`src/rtl/link_mode_pkg.sv`:
```
package link_mode_pkg;

  typedef enum logic [2:0] {
    M_IDLE        = 3'd0,
    M_AUTOCALC    = 3'd1,
    M_CMD         = 3'd2,
    M_VIDEO       = 3'd3,
    M_STREAM      = 3'd4,
    M_VIDEO_TEST  = 3'd5,
    M_STREAM_TEST = 3'd6
  } mode_e;

  localparam int unsigned MODE_LAST = 6;

  typedef enum logic [1:0] {
    ENG_NONE = 2'd0,
    ENG_PIX  = 2'd1,
    ENG_CMD  = 2'd2
  } eng_e;

  typedef enum logic [1:0] {
    S_HOLD   = 2'd0,
    S_DRAIN  = 2'd1,
    S_ENGAGE = 2'd2
  } seq_e;

  // register word indices
  localparam int unsigned REG_POWER  = 0;
  localparam int unsigned REG_SOFT   = 1;
  localparam int unsigned REG_MODE   = 2;
  localparam int unsigned REG_STATUS = 3;
  localparam int unsigned REG_CORE   = 4;
  localparam int unsigned REG_MANUAL = 5;

  // soft reset bit positions
  localparam int unsigned SRST_PIX = 0;
  localparam int unsigned SRST_PHY = 1;
  localparam int unsigned SRST_SYS = 2;

  // core status flag positions
  localparam int unsigned CF_CORE_BUSY  = 0;
  localparam int unsigned CF_CORE_FIFO  = 1;
  localparam int unsigned CF_PIX_BUSY   = 8;
  localparam int unsigned CF_PIX_FIFO   = 9;
  localparam int unsigned CF_CMD_BUSY   = 16;
  localparam int unsigned CF_CMD_FIFO   = 17;
  localparam int unsigned CF_CMD_RDAVL  = 18;
  localparam int unsigned CF_MIN_WIDTH  = 19;

  function automatic eng_e engine_of(mode_e m);
    case (m)
      M_CMD:                                   return ENG_CMD;
      M_VIDEO, M_STREAM,
      M_VIDEO_TEST, M_STREAM_TEST:             return ENG_PIX;
      default:                                 return ENG_NONE;
    endcase
  endfunction

endpackage

```
`src/rtl/link_mode_regs.sv`:
```
module link_mode_regs
  import link_mode_pkg::*;
#(
  parameter int unsigned DATA_W = 32,
  parameter int unsigned ADDR_W = 4
) (
  input  logic              clk,
  input  logic              rst_n,
  input  logic              wr_en,
  input  logic [ADDR_W-1:0] wr_addr,
  input  logic [DATA_W-1:0] wr_data,
  input  logic [ADDR_W-1:0] rd_addr,
  output logic [DATA_W-1:0] rd_data,
  input  mode_e             status_mode,
  input  logic              switching,
  input  logic              pix_busy,
  input  logic              pix_fifo_nempty,
  input  logic              cmd_busy,
  input  logic              cmd_fifo_nempty,
  input  logic              cmd_rd_avail,
  output logic              power_up,
  output logic [2:0]        soft_rst_n,
  output mode_e             req_mode,
  output logic              manual_en
);

  localparam logic [ADDR_W-1:0] A_POWER  = ADDR_W'(REG_POWER);
  localparam logic [ADDR_W-1:0] A_SOFT   = ADDR_W'(REG_SOFT);
  localparam logic [ADDR_W-1:0] A_MODE   = ADDR_W'(REG_MODE);
  localparam logic [ADDR_W-1:0] A_STATUS = ADDR_W'(REG_STATUS);
  localparam logic [ADDR_W-1:0] A_CORE   = ADDR_W'(REG_CORE);
  localparam logic [ADDR_W-1:0] A_MANUAL = ADDR_W'(REG_MANUAL);
  localparam logic [DATA_W-1:0] MODE_MAX = DATA_W'(MODE_LAST);

  logic mode_code_ok;
  logic [DATA_W-1:0] core_word;

  // any value above the last defined code leaves the request untouched
  assign mode_code_ok = (wr_data <= MODE_MAX);

  always_ff @(posedge clk or negedge rst_n) begin
    if (!rst_n) begin
      power_up   <= 1'b0;
      soft_rst_n <= 3'b111;
      req_mode   <= M_IDLE;
      manual_en  <= 1'b0;
    end else if (wr_en) begin
      if (wr_addr == A_POWER)  power_up   <= wr_data[0];
      if (wr_addr == A_SOFT)   soft_rst_n <= wr_data[2:0];
      if (wr_addr == A_MODE && mode_code_ok)
        req_mode <= mode_e'(wr_data[2:0]);
      if (wr_addr == A_MANUAL) manual_en  <= wr_data[0];
    end
  end

  always_comb begin
    core_word = '0;
    core_word[CF_CORE_BUSY] = pix_busy | cmd_busy | switching;
    core_word[CF_CORE_FIFO] = pix_fifo_nempty | cmd_fifo_nempty;
    core_word[CF_PIX_BUSY]  = pix_busy;
    core_word[CF_PIX_FIFO]  = pix_fifo_nempty;
    core_word[CF_CMD_BUSY]  = cmd_busy;
    core_word[CF_CMD_FIFO]  = cmd_fifo_nempty;
    core_word[CF_CMD_RDAVL] = cmd_rd_avail;
  end

  always_comb begin
    rd_data = '0;
    case (rd_addr)
      A_POWER:  rd_data[0]   = power_up;
      A_SOFT:   rd_data[2:0] = soft_rst_n;
      A_MODE:   rd_data[2:0] = req_mode;
      A_STATUS: rd_data[2:0] = status_mode;
      A_CORE:   rd_data      = core_word;
      A_MANUAL: rd_data[0]   = manual_en;
      default:  rd_data      = '0;
    endcase
  end

endmodule

```
`src/rtl/link_mode_seq.sv`:
```
module link_mode_seq
  import link_mode_pkg::*;
(
  input  logic  clk,
  input  logic  rst_n,
  input  logic  run,
  input  mode_e req_mode,
  input  logic  pix_busy,
  input  logic  pix_ack,
  input  logic  cmd_busy,
  input  logic  cmd_ack,
  output mode_e status_mode,
  output logic  pix_req,
  output logic  cmd_req,
  output logic  switching
);

  seq_e  state;
  mode_e cur_mode;
  mode_e tgt_mode;
  eng_e  cur_eng;
  eng_e  tgt_eng;
  eng_e  drive_eng;
  logic  out_quiet;
  logic  in_acked;

  assign cur_eng = engine_of(cur_mode);
  assign tgt_eng = engine_of(tgt_mode);

  always_comb begin
    case (cur_eng)
      ENG_PIX: out_quiet = !pix_ack && !pix_busy;
      ENG_CMD: out_quiet = !cmd_ack && !cmd_busy;
      default: out_quiet = 1'b1;
    endcase
  end

  always_comb begin
    case (tgt_eng)
      ENG_PIX: in_acked = pix_ack;
      ENG_CMD: in_acked = cmd_ack;
      default: in_acked = 1'b1;
    endcase
  end

  always_ff @(posedge clk or negedge rst_n) begin
    if (!rst_n) begin
      state    <= S_HOLD;
      cur_mode <= M_IDLE;
      tgt_mode <= M_IDLE;
    end else if (!run) begin
      state    <= S_HOLD;
      cur_mode <= M_IDLE;
      tgt_mode <= M_IDLE;
    end else begin
      case (state)
        S_HOLD: begin
          if (req_mode != cur_mode) begin
            tgt_mode <= req_mode;
            state    <= S_DRAIN;
          end
        end
        S_DRAIN: begin
          if (out_quiet) begin
            if (tgt_eng == ENG_NONE) begin
              cur_mode <= tgt_mode;
              state    <= S_HOLD;
            end else begin
              state <= S_ENGAGE;
            end
          end
        end
        S_ENGAGE: begin
          if (in_acked) begin
            cur_mode <= tgt_mode;
            state    <= S_HOLD;
          end
        end
        default: state <= S_HOLD;
      endcase
    end
  end

  always_comb begin
    case (state)
      S_HOLD:   drive_eng = cur_eng;
      S_ENGAGE: drive_eng = tgt_eng;
      default:  drive_eng = ENG_NONE;
    endcase
  end

  assign pix_req     = run && (drive_eng == ENG_PIX);
  assign cmd_req     = run && (drive_eng == ENG_CMD);
  assign status_mode = run ? cur_mode : M_IDLE;
  assign switching   = run && (state != S_HOLD);

endmodule

```
`src/rtl/link_mode_ctrl.sv`:
```
module link_mode_ctrl
  import link_mode_pkg::*;
#(
  parameter int unsigned DATA_W = 32,
  parameter int unsigned ADDR_W = 4
) (
  input  logic              clk,
  input  logic              rst_n,
  input  logic              wr_en,
  input  logic [ADDR_W-1:0] wr_addr,
  input  logic [DATA_W-1:0] wr_data,
  input  logic [ADDR_W-1:0] rd_addr,
  output logic [DATA_W-1:0] rd_data,
  input  logic              pix_busy_i,
  input  logic              pix_fifo_nempty_i,
  input  logic              cmd_busy_i,
  input  logic              cmd_fifo_nempty_i,
  input  logic              cmd_rd_avail_i,
  input  logic              pix_ack_i,
  input  logic              cmd_ack_i,
  output logic              pix_req_o,
  output logic              cmd_req_o,
  output logic              sys_rst_n_o,
  output logic              phy_rst_n_o,
  output logic              pix_rst_n_o,
  output logic              manual_timing_o,
  output logic [2:0]        mode_status_o
);

  logic       power_q;
  logic [2:0] soft_n;
  mode_e      req_mode;
  mode_e      status_mode;
  logic       switching;
  logic       run;

  link_mode_regs #(
    .DATA_W(DATA_W),
    .ADDR_W(ADDR_W)
  ) u_regs (
    .clk             (clk),
    .rst_n           (rst_n),
    .wr_en           (wr_en),
    .wr_addr         (wr_addr),
    .wr_data         (wr_data),
    .rd_addr         (rd_addr),
    .rd_data         (rd_data),
    .status_mode     (status_mode),
    .switching       (switching),
    .pix_busy        (pix_busy_i),
    .pix_fifo_nempty (pix_fifo_nempty_i),
    .cmd_busy        (cmd_busy_i),
    .cmd_fifo_nempty (cmd_fifo_nempty_i),
    .cmd_rd_avail    (cmd_rd_avail_i),
    .power_up        (power_q),
    .soft_rst_n      (soft_n),
    .req_mode        (req_mode),
    .manual_en       (manual_timing_o)
  );

  assign run = power_q && (&soft_n);

  link_mode_seq u_seq (
    .clk         (clk),
    .rst_n       (rst_n),
    .run         (run),
    .req_mode    (req_mode),
    .pix_busy    (pix_busy_i),
    .pix_ack     (pix_ack_i),
    .cmd_busy    (cmd_busy_i),
    .cmd_ack     (cmd_ack_i),
    .status_mode (status_mode),
    .pix_req     (pix_req_o),
    .cmd_req     (cmd_req_o),
    .switching   (switching)
  );

  assign sys_rst_n_o   = soft_n[SRST_SYS];
  assign phy_rst_n_o   = soft_n[SRST_PHY];
  assign pix_rst_n_o   = soft_n[SRST_PIX];
  assign mode_status_o = status_mode;

endmodule

```
`config.mk`:
```
export PLATFORM = sky130hd
export DESIGN_NAME = link_mode_ctrl
export DESIGN_NICKNAME = d
export VERILOG_FILES = /design/src/rtl/link_mode_pkg.sv /design/src/rtl/link_mode_regs.sv /design/src/rtl/link_mode_seq.sv /design/src/rtl/link_mode_ctrl.sv
export SDC_FILE = /design/constraint.sdc
export NUM_CORES = 1
export LEC_CHECK = 0
export BUFFER_PORTS_ARGS = -buffer_cell sky130_fd_sc_hd__buf_4
export CAP_MARGIN = 20
export CORE_UTILIZATION = 46
export DETAILED_ROUTE_END_ITERATION = 10
export PLACE_DENSITY_LB_ADDON = 0.08
export SLEW_MARGIN = 20
export SYNTH_ARGS = -nofsm -noshare
export SYNTH_HDL_FRONTEND = slang
export SYNTH_SLANG_ARGS = --single-unit
```
`constraint.sdc`:
```
create_clock -name clk -period 3 [get_ports clk]
set_input_delay 0 -clock clk [delete_from_list [all_inputs] [get_ports clk]]
set_output_delay 0 -clock clk [all_outputs]
set_load 0.05 [all_outputs]
```
==> impl_metrics.csv <==
group,metric,value,unit
final_layout,instances_no_fill,260,
drt,num_vias,1320,
critical_path,cp_max_fo,9,
timing,relSlewSlack,0.633,
cts,cts.sinks,16,
job,max-cap-violations,0,
floorplan,die_area,3340,sq um
grt,grt_use_total,0.192,
synth,yosysSeqAreaShare,0.282,
critical_path,arrival,2120,ps
cts,clk_latency,280,ps
final_layout,final_area,1910,sq um
status,status,"complete, but fails checks",
grt,grt_antenna_before_repair,0,
floorplan,die_h,57.8,microns
timing,drv_slew,0,
drt,wl_per_cell,11.9,microns
final_layout,nets,285,
floorplan,die_w,57.8,microns
power,max-vdd-ir-drop,0.188,mV
grt,first_global_vias,1234,
drt,ant_nets,0,
floorplan,num_rows,19,
grt,grt_start_max_net_pins,17,
timing,worst_pin_slew,543,ps
synth,synth_warnings,0,
placement,postPlaceCellArea,1840,sq um
cts,cts_buffer_depth,2,
final_layout,drive_gt1_frac,0.345,
synth,synth_area,1430,sq um
cts,cts_resized,0,
timing,fmax,472,MHz
grt,grt_pass1_wl,5110,microns
timing,fin_crit,2120,ps
timing,clock_skew,1.32,ps
critical_path,required,3000,ps
timing,period_share,0.707,
cts,h-tree-depth,1,
cts,postCtsSetupRepairBufs,0,
timing,grt_setup_unrepaired,"no",
cts,cts_tree,"built",
drt,dr.first_iter.drc_count,49,
power,total_power,0.645,mW
critical_path,critPathLaunchType,"register",
drt,drc_errors,5,
final_layout,n_antenna_cell,0,
synth,syn_area_per_cell,8.95,sq um
floorplan,start_util,0.502,
status,violations,"DRC",
synth,syn_inst,160,
critical_path,ff2ff_setup_slack,930,ps
drt,via_per_inst,5.08,
timing,setup_viol,0,
critical_path,critPathCaptureType,"output port",
cts,ctsRootBufferMaster,"clkbuf_4",
floorplan,core-area,2850,sq um
placement,routabilityCongestion,0.831,
final_layout,syn2layout_area_growth,33.7,%
cts,cts_made_buffers,3,
placement,dp_cells,252,
power,power_density,337,nW/um^2
placement,place.port_buffers,66,
placement,hpwl,2630,microns
synth,ys_ff_latch,16,
cts,path_clk_slew,90,ps
drt,first_pass_iters,10,
power,power.leakage,0.986,nW
worst_hold_path,holdCritPathClass,"in -> reg",
timing,hold_violations,0,
critical_path,path_class,"reg -> out",
timing,fin_tns_setup,0,ps
grt,gr-total-overflow,0,
drt,finalWirelength,3110,microns
synth,synth.distinct_cells,42,
floorplan,io_pins,91,
==> per-stage QoR <==
step / util / setup slack [ps] / hold slack, ps
floorplan: - / 690 / -296
global placement: 0.644 / 1060 / -135
detailed placement: 0.644 / 930 / -128
CTS: 0.671 / 870 / 64.2
global route: 0.671 / 741 / 68.3
finish: 0.671 / 879 / 72.1
==> where the power goes <==
part / internal (mW) / leakage [nW] / switching (mW) / total [mW]
clock: 0.0739 / 0.0210 / 0.0672 / 0.141
sequential: 0.239 / 0.210 / 0.0187 / 0.257
combinational: 0.0822 / 0.755 / 0.164 / 0.246
total: 0.395 / 0.986 / 0.250 / 0.645
==> flip-flops by register name (all words and copies together), names as in the netlist <==
signal,cells
u_regs.req_mode,3
u_seq.tgt_mode,3
u_seq.cur_mode,3
u_regs.soft_rst_n,3
u_regs.power_up,1
u_seq.state,2
u_regs.manual_en,1
==> cells in the final DEF (no fill, tap or decap), types with 3 or more instances in the layout <==
cell type / n
dfrtp_1: 13
a31oi_1: 3
dlygate4sd3_1: 4
nor2b_1: 3
inv_1: 8
ha_1: 5
buf_4: 66
nand4_1: 3
dfstp_2: 3
nor2_1: 12
clkbuf_4: 3
o211ai_1: 3
and2_1: 5
nor3_1: 4
xor2_1: 5
mux2_1: 9
nor4_1: 6
nand2_1: 12
mux2i_1: 8
a21oi_1: 3
conb_1: 24
==> path summary, 6_finish.rpt <==
check                                        to  cells past startpoint            startpoint
setup / recovery                     rd_data[0]                      5  u_regs.soft_rst_n[1]
hold / removal                   u_seq.state[1]                      4             pix_ack_i
setup reg to reg              u_seq.cur_mode[1]                      8     u_seq.cur_mode[1]
hold reg to reg                u_regs.manual_en                      1      u_regs.manual_en
max in group asynchronous  u_regs.soft_rst_n[1]                      2                 rst_n
min in group asynchronous      u_regs.manual_en                      2                 rst_n
==> cells in the mapped netlist (all sizes together) <==
| library cell | n | share of area |
|---|---|---|
| buf | 27 | 0.15 |
| dfrtp | 13 | 0.23 |
| nand2 | 12 | 0.031 |
| nor2 | 12 | 0.031 |
| inv | 10 | 0.026 |
| mux2 | 9 | 0.071 |
| mux2i | 8 | 0.056 |
| nor4 | 6 | 0.026 |
| and2 | 5 | 0.022 |
| ha | 5 | 0.044 |
| nor3 | 5 | 0.021 |
| xor2 | 5 | 0.031 |
| a21oi | 3 | 0.010 |
| a31oi | 3 | 0.013 |
| dfstp | 3 | 0.055 |
| nand4 | 3 | 0.013 |
| nor2b | 3 | 0.013 |
| nor4b | 3 | 0.023 |
| o211ai | 3 | 0.016 |
| nand2b | 2 | 0.0087 |
| nand3b | 2 | 0.010 |
| nor3b | 2 | 0.010 |
| o31ai | 2 | 0.014 |
| or3 | 2 | 0.0087 |
| or3b | 2 | 0.012 |
| a21o | 1 | 0.0052 |
| a221oi | 1 | 0.0061 |
| a31o | 1 | 0.0061 |
| and4 | 1 | 0.0061 |
| clkbuf | 1 | 0.0026 |
| conb | 1 | 0.0026 |
| nand3 | 1 | 0.0035 |
| nand4bb | 1 | 0.0079 |
| o32ai | 1 | 0.011 |
| o41ai | 1 | 0.0061 |
==> timing repair <==
action | in CTS | in global routing
endpoints found under the setup margin | 0 | 0
hold buffers | 4 | 0
hold endpoints to repair | 24 | 0
==> cell families (layout without fill, tap and decap cells) <==
logic type / after synthesis / after routing / synth area share
compound gates: 16 / 16 / 0.0883
simple gates: 62 / 62 / 0.249
xor+xnor: 5 / 5 / 0.0306
fa+ha+maj: 5 / 5 / 0.0437
buf+inv: 38 / 84 / 0.177
flops: 16 / 16 / 0.282
mux: 17 / 17 / 0.127
other cells: 1 / 24 / 0.00262
==> area by class of cell <==
class	instances	area, sq um
well taps	31	38.8
clock buffers	4	36.3
inverters	10	37.5
multi-input cells	129	861
repair buffers	70	536
flip-flops and latches	16	404
fillers	233	940
==> routing by layer <==
layer | vias up | wire [microns] | track usage
li1 | 654 | - | -
met1 | 591 | 1330 | 0.239
met2 | 75 | 1530 | 0.344
met3 | 0 | 246 | 0.0290
met4 | 0 | 0 | 0.0578
met5 | - | 0 | 0
==> worst max-delay path, stage by stage, from the launching register on <==
cell and delay (ps):
dfstp_2 590, and4_1 370, a31oi_1 130, or3b_1 360, a31oi_1 170, buf_4 220
(Power assumes the default switching activity.)
